<file path="config.mk">
export PLATFORM = sky130hd
export DESIGN_NAME = dma_ctl_regs
export DESIGN_NICKNAME = d
export VERILOG_FILES = /design/src/rtl/dma_ctl_pkg.sv /design/src/rtl/dma_ctl_cfg_bank.sv /design/src/rtl/dma_ctl_cmd.sv /design/src/rtl/dma_ctl_irq.sv /design/src/rtl/dma_ctl_regs.sv
export SDC_FILE = /design/constraint.sdc
export NUM_CORES = 1
export LEC_CHECK = 0
export ABC_AREA = 1
export CAP_MARGIN = 15
export CORE_AREA = 2 2 226 206
export DETAILED_ROUTE_END_ITERATION = 8
export DIE_AREA = 0 0 228 208
export DONT_BUFFER_PORTS = 1
export PLACE_DENSITY = 0.48
export RECOVER_POWER = 25
export SLEW_MARGIN = 25
export SYNTH_ARGS = -nofsm -noshare
export SYNTH_HDL_FRONTEND = slang
export SYNTH_SLANG_ARGS = --single-unit
export TNS_END_PERCENT = 1
</file>
<file path="constraint.sdc">
create_clock -name clk -period 2.3 [get_ports clk]
set_input_delay 0.23 -clock clk [delete_from_list [all_inputs] [get_ports clk]]
set_output_delay 0.23 -clock clk [all_outputs]
set_load 0.01 [all_outputs]
</file>
<file path="src/rtl/dma_ctl_pkg.sv">
package dma_ctl_pkg;

    localparam int WORD_W  = 32;
    localparam int NUM_CFG = 7;

    // word indices (byte address >> 2) of the shared words
    localparam logic [9:0] IDX_CTRL = 10'h08E;
    localparam logic [9:0] IDX_INT  = 10'h08F;

    // control word bit positions
    localparam int CB_PAUSE = 0;
    localparam int CB_ABORT = 1;
    localparam int CB_WB    = 2;
    localparam int CB_START = 3;
    localparam int CB_STOP  = 4;
    localparam int CB_MODE  = 5;
    localparam int CB_INVAL = 8;
    localparam int CB_PDONE = 9;
    localparam int CB_ADONE = 10;
    localparam int CB_HDONE = 12;
    localparam int CB_XFER  = 16;
    localparam int CB_BUSY  = 30;

    // interrupt word: enables low half, causes high half
    localparam int IE_PDONE = 4;
    localparam int IE_HDONE = 5;
    localparam int IS_BASE  = 16;
    localparam logic [5:0] IE_MASK = 6'b111011;

    typedef logic [1:0] lanes_t;

    typedef struct packed {
        logic idle;
        logic paused;
        logic aborted;
        logic halted;
        logic done;
        logic invalid;
        logic error;
    } eng_ev_t;

    function automatic logic [9:0] cfg_word_index(input int i);
        case (i)
            0:       return 10'h085;
            1:       return 10'h086;
            2:       return 10'h087;
            3:       return 10'h088;
            4:       return 10'h089;
            5:       return 10'h08A;
            6:       return 10'h08D;
            default: return 10'h3FF;
        endcase
    endfunction

    function automatic lanes_t lane_sel(input logic wide, input logic upper);
        if (wide) return 2'b11;
        return upper ? 2'b10 : 2'b01;
    endfunction

    function automatic logic [WORD_W-1:0] merge_lanes(input logic [WORD_W-1:0] old_v,
                                                      input logic [WORD_W-1:0] new_v,
                                                      input lanes_t ln);
        return {ln[1] ? new_v[31:16] : old_v[31:16],
                ln[0] ? new_v[15:0]  : old_v[15:0]};
    endfunction

    function automatic logic sticky_next(input logic cur, input logic set, input logic clr);
        return set | (cur & ~clr);
    endfunction

endpackage

</file>
<file path="src/rtl/dma_ctl_cfg_bank.sv">
module dma_ctl_cfg_bank
    import dma_ctl_pkg::*;
#(
    parameter int NUM   = NUM_CFG,
    parameter int IDX_W = 10
) (
    input  logic              clk,
    input  logic              rst,
    input  logic              wr_en,
    input  logic [IDX_W-1:0]  wr_idx,
    input  lanes_t            lanes,
    input  logic [WORD_W-1:0] wdata,
    output logic [WORD_W-1:0] regs_q [NUM]
);

    always_ff @(posedge clk) begin
        if (rst) begin
            for (int i = 0; i < NUM; i++) regs_q[i] <= '0;
        end else if (wr_en) begin
            for (int i = 0; i < NUM; i++) begin
                if (wr_idx == IDX_W'(cfg_word_index(i)))
                    regs_q[i] <= merge_lanes(regs_q[i], wdata, lanes);
            end
        end
    end

endmodule

</file>
<file path="src/rtl/dma_ctl_cmd.sv">
module dma_ctl_cmd
    import dma_ctl_pkg::*;
(
    input  logic              clk,
    input  logic              rst,
    input  logic              wr_en,
    input  lanes_t            lanes,
    input  logic [WORD_W-1:0] wdata,
    input  eng_ev_t           ev,
    output logic [WORD_W-1:0] ctl_word,
    output logic              start_pulse,
    output logic              pause_req,
    output logic              abort_req,
    output logic              wb_en,
    output logic              stop_mode,
    output logic [1:0]        desc_mode,
    output logic [2:0]        xfer_size,
    output logic              busy,
    output logic              pause_done,
    output logic              halt_done
);

    logic lo_we, hi_we, start_acc, stop_ev;
    logic inval_q, adone_q;
    logic unused_wbits;

    assign lo_we     = wr_en & lanes[0];
    assign hi_we     = wr_en & lanes[1];
    assign start_acc = lo_we & wdata[CB_START] & ~busy;
    assign stop_ev   = ev.idle | ev.paused | ev.aborted | ev.halted;
    assign unused_wbits = ^{wdata[31:19], wdata[15:13], wdata[11], wdata[7]};

    always_ff @(posedge clk) begin
        if (rst) begin
            pause_req   <= 1'b0;
            abort_req   <= 1'b0;
            wb_en       <= 1'b0;
            stop_mode   <= 1'b0;
            desc_mode   <= '0;
            xfer_size   <= '0;
            start_pulse <= 1'b0;
            busy        <= 1'b0;
            inval_q     <= 1'b0;
            pause_done  <= 1'b0;
            adone_q     <= 1'b0;
            halt_done   <= 1'b0;
        end else begin
            if (lo_we) begin
                pause_req <= wdata[CB_PAUSE];
                wb_en     <= wdata[CB_WB];
                stop_mode <= wdata[CB_STOP];
                desc_mode <= wdata[CB_MODE +: 2];
            end
            if (ev.aborted)
                abort_req <= 1'b0;
            else if (lo_we)
                abort_req <= wdata[CB_ABORT];
            if (hi_we)
                xfer_size <= wdata[CB_XFER +: 3];
            start_pulse <= start_acc;
            if (start_acc)
                busy <= 1'b1;
            else if (stop_ev)
                busy <= 1'b0;
            inval_q    <= sticky_next(inval_q,    ev.invalid, lo_we & wdata[CB_INVAL]);
            pause_done <= sticky_next(pause_done, ev.paused,  lo_we & wdata[CB_PDONE]);
            adone_q    <= sticky_next(adone_q,    ev.aborted, lo_we & wdata[CB_ADONE]);
            halt_done  <= sticky_next(halt_done,  ev.halted,  lo_we & wdata[CB_HDONE]);
        end
    end

    always_ff @(posedge clk) begin
        // reads back the visible state; start bit is never stored
    end

    always_comb begin
        ctl_word                 = '0;
        ctl_word[CB_PAUSE]       = pause_req;
        ctl_word[CB_ABORT]       = abort_req;
        ctl_word[CB_WB]          = wb_en;
        ctl_word[CB_STOP]        = stop_mode;
        ctl_word[CB_MODE +: 2]   = desc_mode;
        ctl_word[CB_INVAL]       = inval_q;
        ctl_word[CB_PDONE]       = pause_done;
        ctl_word[CB_ADONE]       = adone_q;
        ctl_word[CB_HDONE]       = halt_done;
        ctl_word[CB_XFER +: 3]   = xfer_size;
        ctl_word[CB_BUSY]        = busy;
    end

endmodule

</file>
<file path="src/rtl/dma_ctl_irq.sv">
module dma_ctl_irq
    import dma_ctl_pkg::*;
(
    input  logic              clk,
    input  logic              rst,
    input  logic              wr_en,
    input  lanes_t            lanes,
    input  logic [WORD_W-1:0] wdata,
    input  eng_ev_t           ev,
    input  logic              pause_done,
    input  logic              halt_done,
    output logic [WORD_W-1:0] int_word,
    output logic              irq
);

    logic [5:0] en_q;
    logic [3:0] cause_q;
    logic [3:0] cause_set;
    logic [3:0] cause_en;
    logic       unused_wbits;

    assign cause_set    = {ev.aborted, ev.done, ev.invalid, ev.error};
    assign cause_en     = {en_q[3], 1'b1, en_q[1:0]};
    assign unused_wbits = ^{wdata[31:20], wdata[15:6]};

    always_ff @(posedge clk) begin
        if (rst) begin
            en_q    <= '0;
            cause_q <= '0;
        end else begin
            if (wr_en && lanes[0])
                en_q <= wdata[5:0] & IE_MASK;
            for (int i = 0; i < 4; i++)
                cause_q[i] <= sticky_next(cause_q[i], cause_set[i],
                                          wr_en & lanes[1] & wdata[IS_BASE + i]);
        end
    end

    always_comb begin
        int_word               = '0;
        int_word[5:0]          = en_q;
        int_word[IS_BASE +: 4] = cause_q;
    end

    assign irq = (|(cause_q & cause_en))
               | (pause_done & en_q[IE_PDONE])
               | (halt_done  & en_q[IE_HDONE]);

endmodule

</file>
<file path="src/rtl/dma_ctl_regs.sv">
module dma_ctl_regs
    import dma_ctl_pkg::*;
#(
    parameter int ADDR_W = 12
) (
    input  logic              clk,
    input  logic              rst,
    input  logic              bus_en,
    input  logic              bus_we,
    input  logic              bus_wide,
    input  logic [ADDR_W-1:1] bus_addr,
    input  logic [31:0]       bus_wdata,
    output logic [31:0]       bus_rdata,
    output logic [63:0]       ring_base_o,
    output logic [31:0]       ring_next_o,
    output logic [31:0]       ring_count_o,
    output logic [31:0]       prefetch_o,
    output logic [1:0]        desc_mode_o,
    output logic              wb_en_o,
    output logic              stop_mode_o,
    output logic [2:0]        xfer_size_o,
    output logic              eng_start,
    output logic              eng_pause_req,
    output logic              eng_abort_req,
    input  logic              ev_idle,
    input  logic              ev_pause_ack,
    input  logic              ev_abort_ack,
    input  logic              ev_halt_ack,
    input  logic              ev_desc_done,
    input  logic              ev_desc_invalid,
    input  logic              ev_error,
    output logic              irq
);

    localparam int IDX_W = ADDR_W - 2;

    logic [IDX_W-1:0]  idx;
    lanes_t            lanes;
    logic              wr, rd, ctl_hit, int_hit;
    eng_ev_t           ev;
    logic [WORD_W-1:0] cfg_q [NUM_CFG];
    logic [WORD_W-1:0] ctl_word_w, int_word_w, rd_word;
    logic              busy_w, pdone_w, hdone_w;

    assign idx     = bus_addr[ADDR_W-1:2];
    assign lanes   = lane_sel(bus_wide, bus_addr[1]);
    assign wr      = bus_en & bus_we;
    assign rd      = bus_en & ~bus_we;
    assign ctl_hit = (idx == IDX_W'(IDX_CTRL));
    assign int_hit = (idx == IDX_W'(IDX_INT));
    assign ev      = '{idle: ev_idle, paused: ev_pause_ack, aborted: ev_abort_ack,
                       halted: ev_halt_ack, done: ev_desc_done,
                       invalid: ev_desc_invalid, error: ev_error};

    dma_ctl_cfg_bank #(.NUM(NUM_CFG), .IDX_W(IDX_W)) u_cfg (
        .clk    (clk),
        .rst    (rst),
        .wr_en  (wr),
        .wr_idx (idx),
        .lanes  (lanes),
        .wdata  (bus_wdata),
        .regs_q (cfg_q)
    );

    dma_ctl_cmd u_cmd (
        .clk         (clk),
        .rst         (rst),
        .wr_en       (wr & ctl_hit),
        .lanes       (lanes),
        .wdata       (bus_wdata),
        .ev          (ev),
        .ctl_word    (ctl_word_w),
        .start_pulse (eng_start),
        .pause_req   (eng_pause_req),
        .abort_req   (eng_abort_req),
        .wb_en       (wb_en_o),
        .stop_mode   (stop_mode_o),
        .desc_mode   (desc_mode_o),
        .xfer_size   (xfer_size_o),
        .busy        (busy_w),
        .pause_done  (pdone_w),
        .halt_done   (hdone_w)
    );

    dma_ctl_irq u_irq (
        .clk        (clk),
        .rst        (rst),
        .wr_en      (wr & int_hit),
        .lanes      (lanes),
        .wdata      (bus_wdata),
        .ev         (ev),
        .pause_done (pdone_w),
        .halt_done  (hdone_w),
        .int_word   (int_word_w),
        .irq        (irq)
    );

    always_comb begin
        rd_word = '0;
        for (int i = 0; i < NUM_CFG; i++)
            if (idx == IDX_W'(cfg_word_index(i))) rd_word = cfg_q[i];
        if (ctl_hit) rd_word = ctl_word_w;
        if (int_hit) rd_word = int_word_w;
    end

    always_ff @(posedge clk) begin
        if (rst)
            bus_rdata <= '0;
        else if (rd)
            bus_rdata <= rd_word;
    end

    assign ring_base_o  = {cfg_q[1], cfg_q[0]};
    assign ring_next_o  = cfg_q[2];
    assign ring_count_o = cfg_q[3];
    assign prefetch_o   = cfg_q[6];

endmodule

</file>
==> impl_metrics.py <==
metrics = {
    "run_status": {
        "status": "finished clean",
    },
    "clock_network": {
        "insertion_delay_ns": 0.54,
        "cts_buffers": 35,
        "path_clk_slew_ns": 0.05,
        "cts_tree": "done",
        "cts_buffer_depth": 3,
        "root_buffer": "clkbuf_16",
        "h-tree-depth": 2,
        "cts_sinks": 280,
        "cts_setup_buffers": 0,
    },
    "placement": {
        "place_hpwl_mm": 34.57,
        "gp_congestion": 0.8774,
        "io_buffers": 0,
        "post-place-ws_ns": 0.1143,
    },
    "yosys": {
        "postSynthCellCount": 1786,
        "ys_seq_area_share_pct": 42.03,
        "ys_ff_latch": 280,
        "yosys-top-cells-count": "280 x dfxtp_1, 231 x inv_1, 211 x a21oi_1",
        "yosysMostFrequentCell": "dfxtp_1",
        "avgSynthCellArea_sq_um": 7.468,
        "synth_fp_nets": 1841,
        "synth_top_cell_by_area": "dfxtp_1",
        "syn-cell-area_sq_um": 13340,
        "synthFlopType": "dfxtp_1",
        "synth-edff-count": 0,
        "async_flop_share_pct": 0,
        "yosysTopAreaCellShare_pct": 42.03,
        "ys_top_cells_by_area": "dfxtp_1 42%, buf_4 9.3%, a21oi_1 7.9%",
        "ys_types": 37,
        "yosys_warnings": 0,
    },
    "power": {
        "powerDensity_nw_per_um2": 762.0,
        "p_total_mw": 10.91,
        "ir_drop_mv": 0.4157,
        "p_leak_nw": 5.092,
    },
    "floorplan": {
        "die_area_sq_um": 47420,
        "io_pins": 258,
        "initial_core_util_pct": 29.64,
        "core_sq_um": 45000,
        "core.rowCount": 74,
        "fp.dieH_um": 208,
        "floorplan.die.width_um": 228,
    },
    "sta": {
        "maxSlewViolCount": 0,
        "whs_ns": 0.07618,
        "hold_viol_final": 0,
        "fin_skew_ns": 0.01306,
        "rsz0062_at_grt": "no",
        "setup_tns_ns": 0,
        "tightestPinTransition_ns": 0.6827,
        "fin_ws_ns": 0.3987,
        "max_freq_mhz": 525.9,
        "worst_slew_margin_rel_pct": 54.33,
        "setup_viol": 0,
        "timing.final.crit_share_pct": 82.67,
        "layout_min_cycle_time_ns": 1.901,
    },
    "min_path": {
        "worst_hold_path.endpoint": "bus_rdata[4]",
        "hold_depth": 3,
        "min-delay-start": "bus_we",
        "min_path_type": "primary input to register",
    },
    "global_routing": {
        "grt_pass1_wl_mm": 73.36,
        "grt_pass1_vias": 10650,
        "antenna_found_initial": 2,
        "grt_max_degree": 108,
        "grt.overflow.total": 0,
        "grt_usage_pct": 20.33,
    },
    "worst_setup_path": {
        "critical_path.startpoint_type": "primary input",
        "worstReg2RegStart": "u_cfg.regs_q[196]",
        "path_cells": "inv_1 -> nand2_1 -> nor2_8 -> nand2_8 -> inv_2 -> nand2_4 -> inv_2 -> nand2_2 -> buf_4 -> nor2_1 -> a211oi_1 -> dlygate4sd3_1",
        "crit_slowest_cell": "dlygate4sd3_1",
        "critPathArrivalTime_ns": 2.32,
        "r2r_setup_slack_ns": 0.86,
        "critPathMaxFanout": 32,
        "reg2reg_depth": 6,
        "required_ns": 2.72,
        "slowest_delay_ns": 0.58,
        "path_common_cell": "inv_2",
        "worst-setup-path-type": "primary input to register",
        "endpoint_kind": "register",
        "path_buf_inv": 5,
        "cpLargestDelayFamily": "buffers and inverters",
        "reg2reg_to": "bus_rdata[4]",
    },
    "layout": {
        "final_nets": 1694,
        "syn2layout_area_growth_pct": 7.317,
        "drive_gt1_share_pct": 8.774,
    },
    "detailed_routing": {
        "wl_met2_mm": 22.31,
        "drc": 0,
        "wl_per_cell_um": 21.46,
        "drt-total-wl_mm": 48.79,
        "drt_iter0_drc": 775,
        "met3_wirelength_mm": 4.346,
        "top_layer_used": "met5",
        "first_pass_iters": 5,
        "wl_met1_mm": 21.31,
        "vias": 11130,
        "ant_nets": 0,
        "avgViaCountPerCell": 4.897,
    },
    "job": {
        "max_cap_violations": 0,
    },
}
==> state kept, by name, indices dropped and copies added, names as in the netlist, 2 cells and up <==
signal	flops
u_cmd.desc_mode	2
u_cfg.regs_q	224
u_irq.cause_q	4
bus_rdata	32
u_irq.en_q	5
u_cmd.xfer_size	3
==> worst reg2reg max path, cell delays in order, from the launching register on <==
cell and delay, ns:
dfxtp_1 0.35, inv_1 0.08, o22ai_1 0.10, nor2_1 0.25, nand3_1 0.16, o21ai_1 0.28, a21oi_1 0.10
==> per-stage QoR <==
stage / instances / util (%) / cell area (sq um)
finish: 2273 / 31.81 / 14310
global route: 2273 / 31.81 / 14310
CTS: 2272 / 31.83 / 14320
detailed placement: 2168 / 28.33 / 12750
global placement: 2168 / 28.33 / 12750
floorplan: 1786 / - / 13340
==> how the worst max path moves through the flow <==
stage,startpoint,end,cells past startpoint
3_3_place_gp,bus_addr[8],u_cfg.regs_q[127],9
6_report,bus_addr[8],u_cfg.regs_q[175],12
5_1_grt,bus_addr[8],u_cfg.regs_q[175],12
4_1_cts,bus_addr[8],u_cfg.regs_q[175],12
2_1_floorplan,bus_addr[8],u_cfg.regs_q[133],11
3_5_place_dp,bus_addr[8],u_cfg.regs_q[121],9
==> cell type report <==
class                           count  area, sq um
Fill cell                        4890        30680
Antenna cell                        1        2.502
Tap cell                          608        760.7
Sequential cell                   280         5605
Clock inverter                     16        168.9
Timing Repair Buffer               80        760.7
Clock buffer                       46        969.7
Multi-Input combinational cell    992         5097
Inverter                          250        948.4
==> placed cells by master (no fill, tap or decap), types with 32 or more instances in the layout <==
cell,Yosys,routed
o21ai_1,32,32
a21oi_1,211,211
o21ai_0,202,202
nand3_1,41,41
buf_4,166,35
inv_1,231,231
dlygate4sd3_1,0,41
nand2_1,133,134
dfxtp_1,280,280
a211oi_1,64,64
clkbuf_16,0,37
nand4_1,32,32
nor2_1,170,170
==> power by group <==
part | internal [mW] | total [mW] | switching [mW] | leakage (nW)
registers | 4.87 | 4.88 | 0.0159 | 2.26
logic | 0.123 | 0.457 | 0.334 | 2.27
clock network | 3.32 | 5.57 | 2.25 | 0.563
total | 8.31 | 10.9 | 2.60 | 5.09
==> metal layers <==
metal,global-route usage (%),vias to the layer above
li1,-,5496
met3,6.552,47
met5,0,-
met4,4.958,2
met1,26.38,5243
met2,32.67,343
==> what timing repair did <==
| item | 4_1_cts | 5_1_grt |
|---|---|---|
| gates resized for setup | 0 | 0 |
| endpoints found under the setup margin | 0 | 0 |
| hold buffers | 42 | 0 |
| hold endpoints to repair | 276 | 0 |
==> cell families (layout without fill, tap and decap cells) <==
| kind of cell | after synthesis | in the layout | share of synthesized area [%] |
|---|---|---|---|
| DFF | 280 | 280 | 42.03 |
| AOI/OAI and AO/OA | 568 | 568 | 23.21 |
| buffers and inverters | 514 | 392 | 19.70 |
| and+or+nand+nor | 424 | 424 | 15.07 |
| other | 0 | 1 | 0 |
Note: power is estimated with default switching activity, not from simulation.
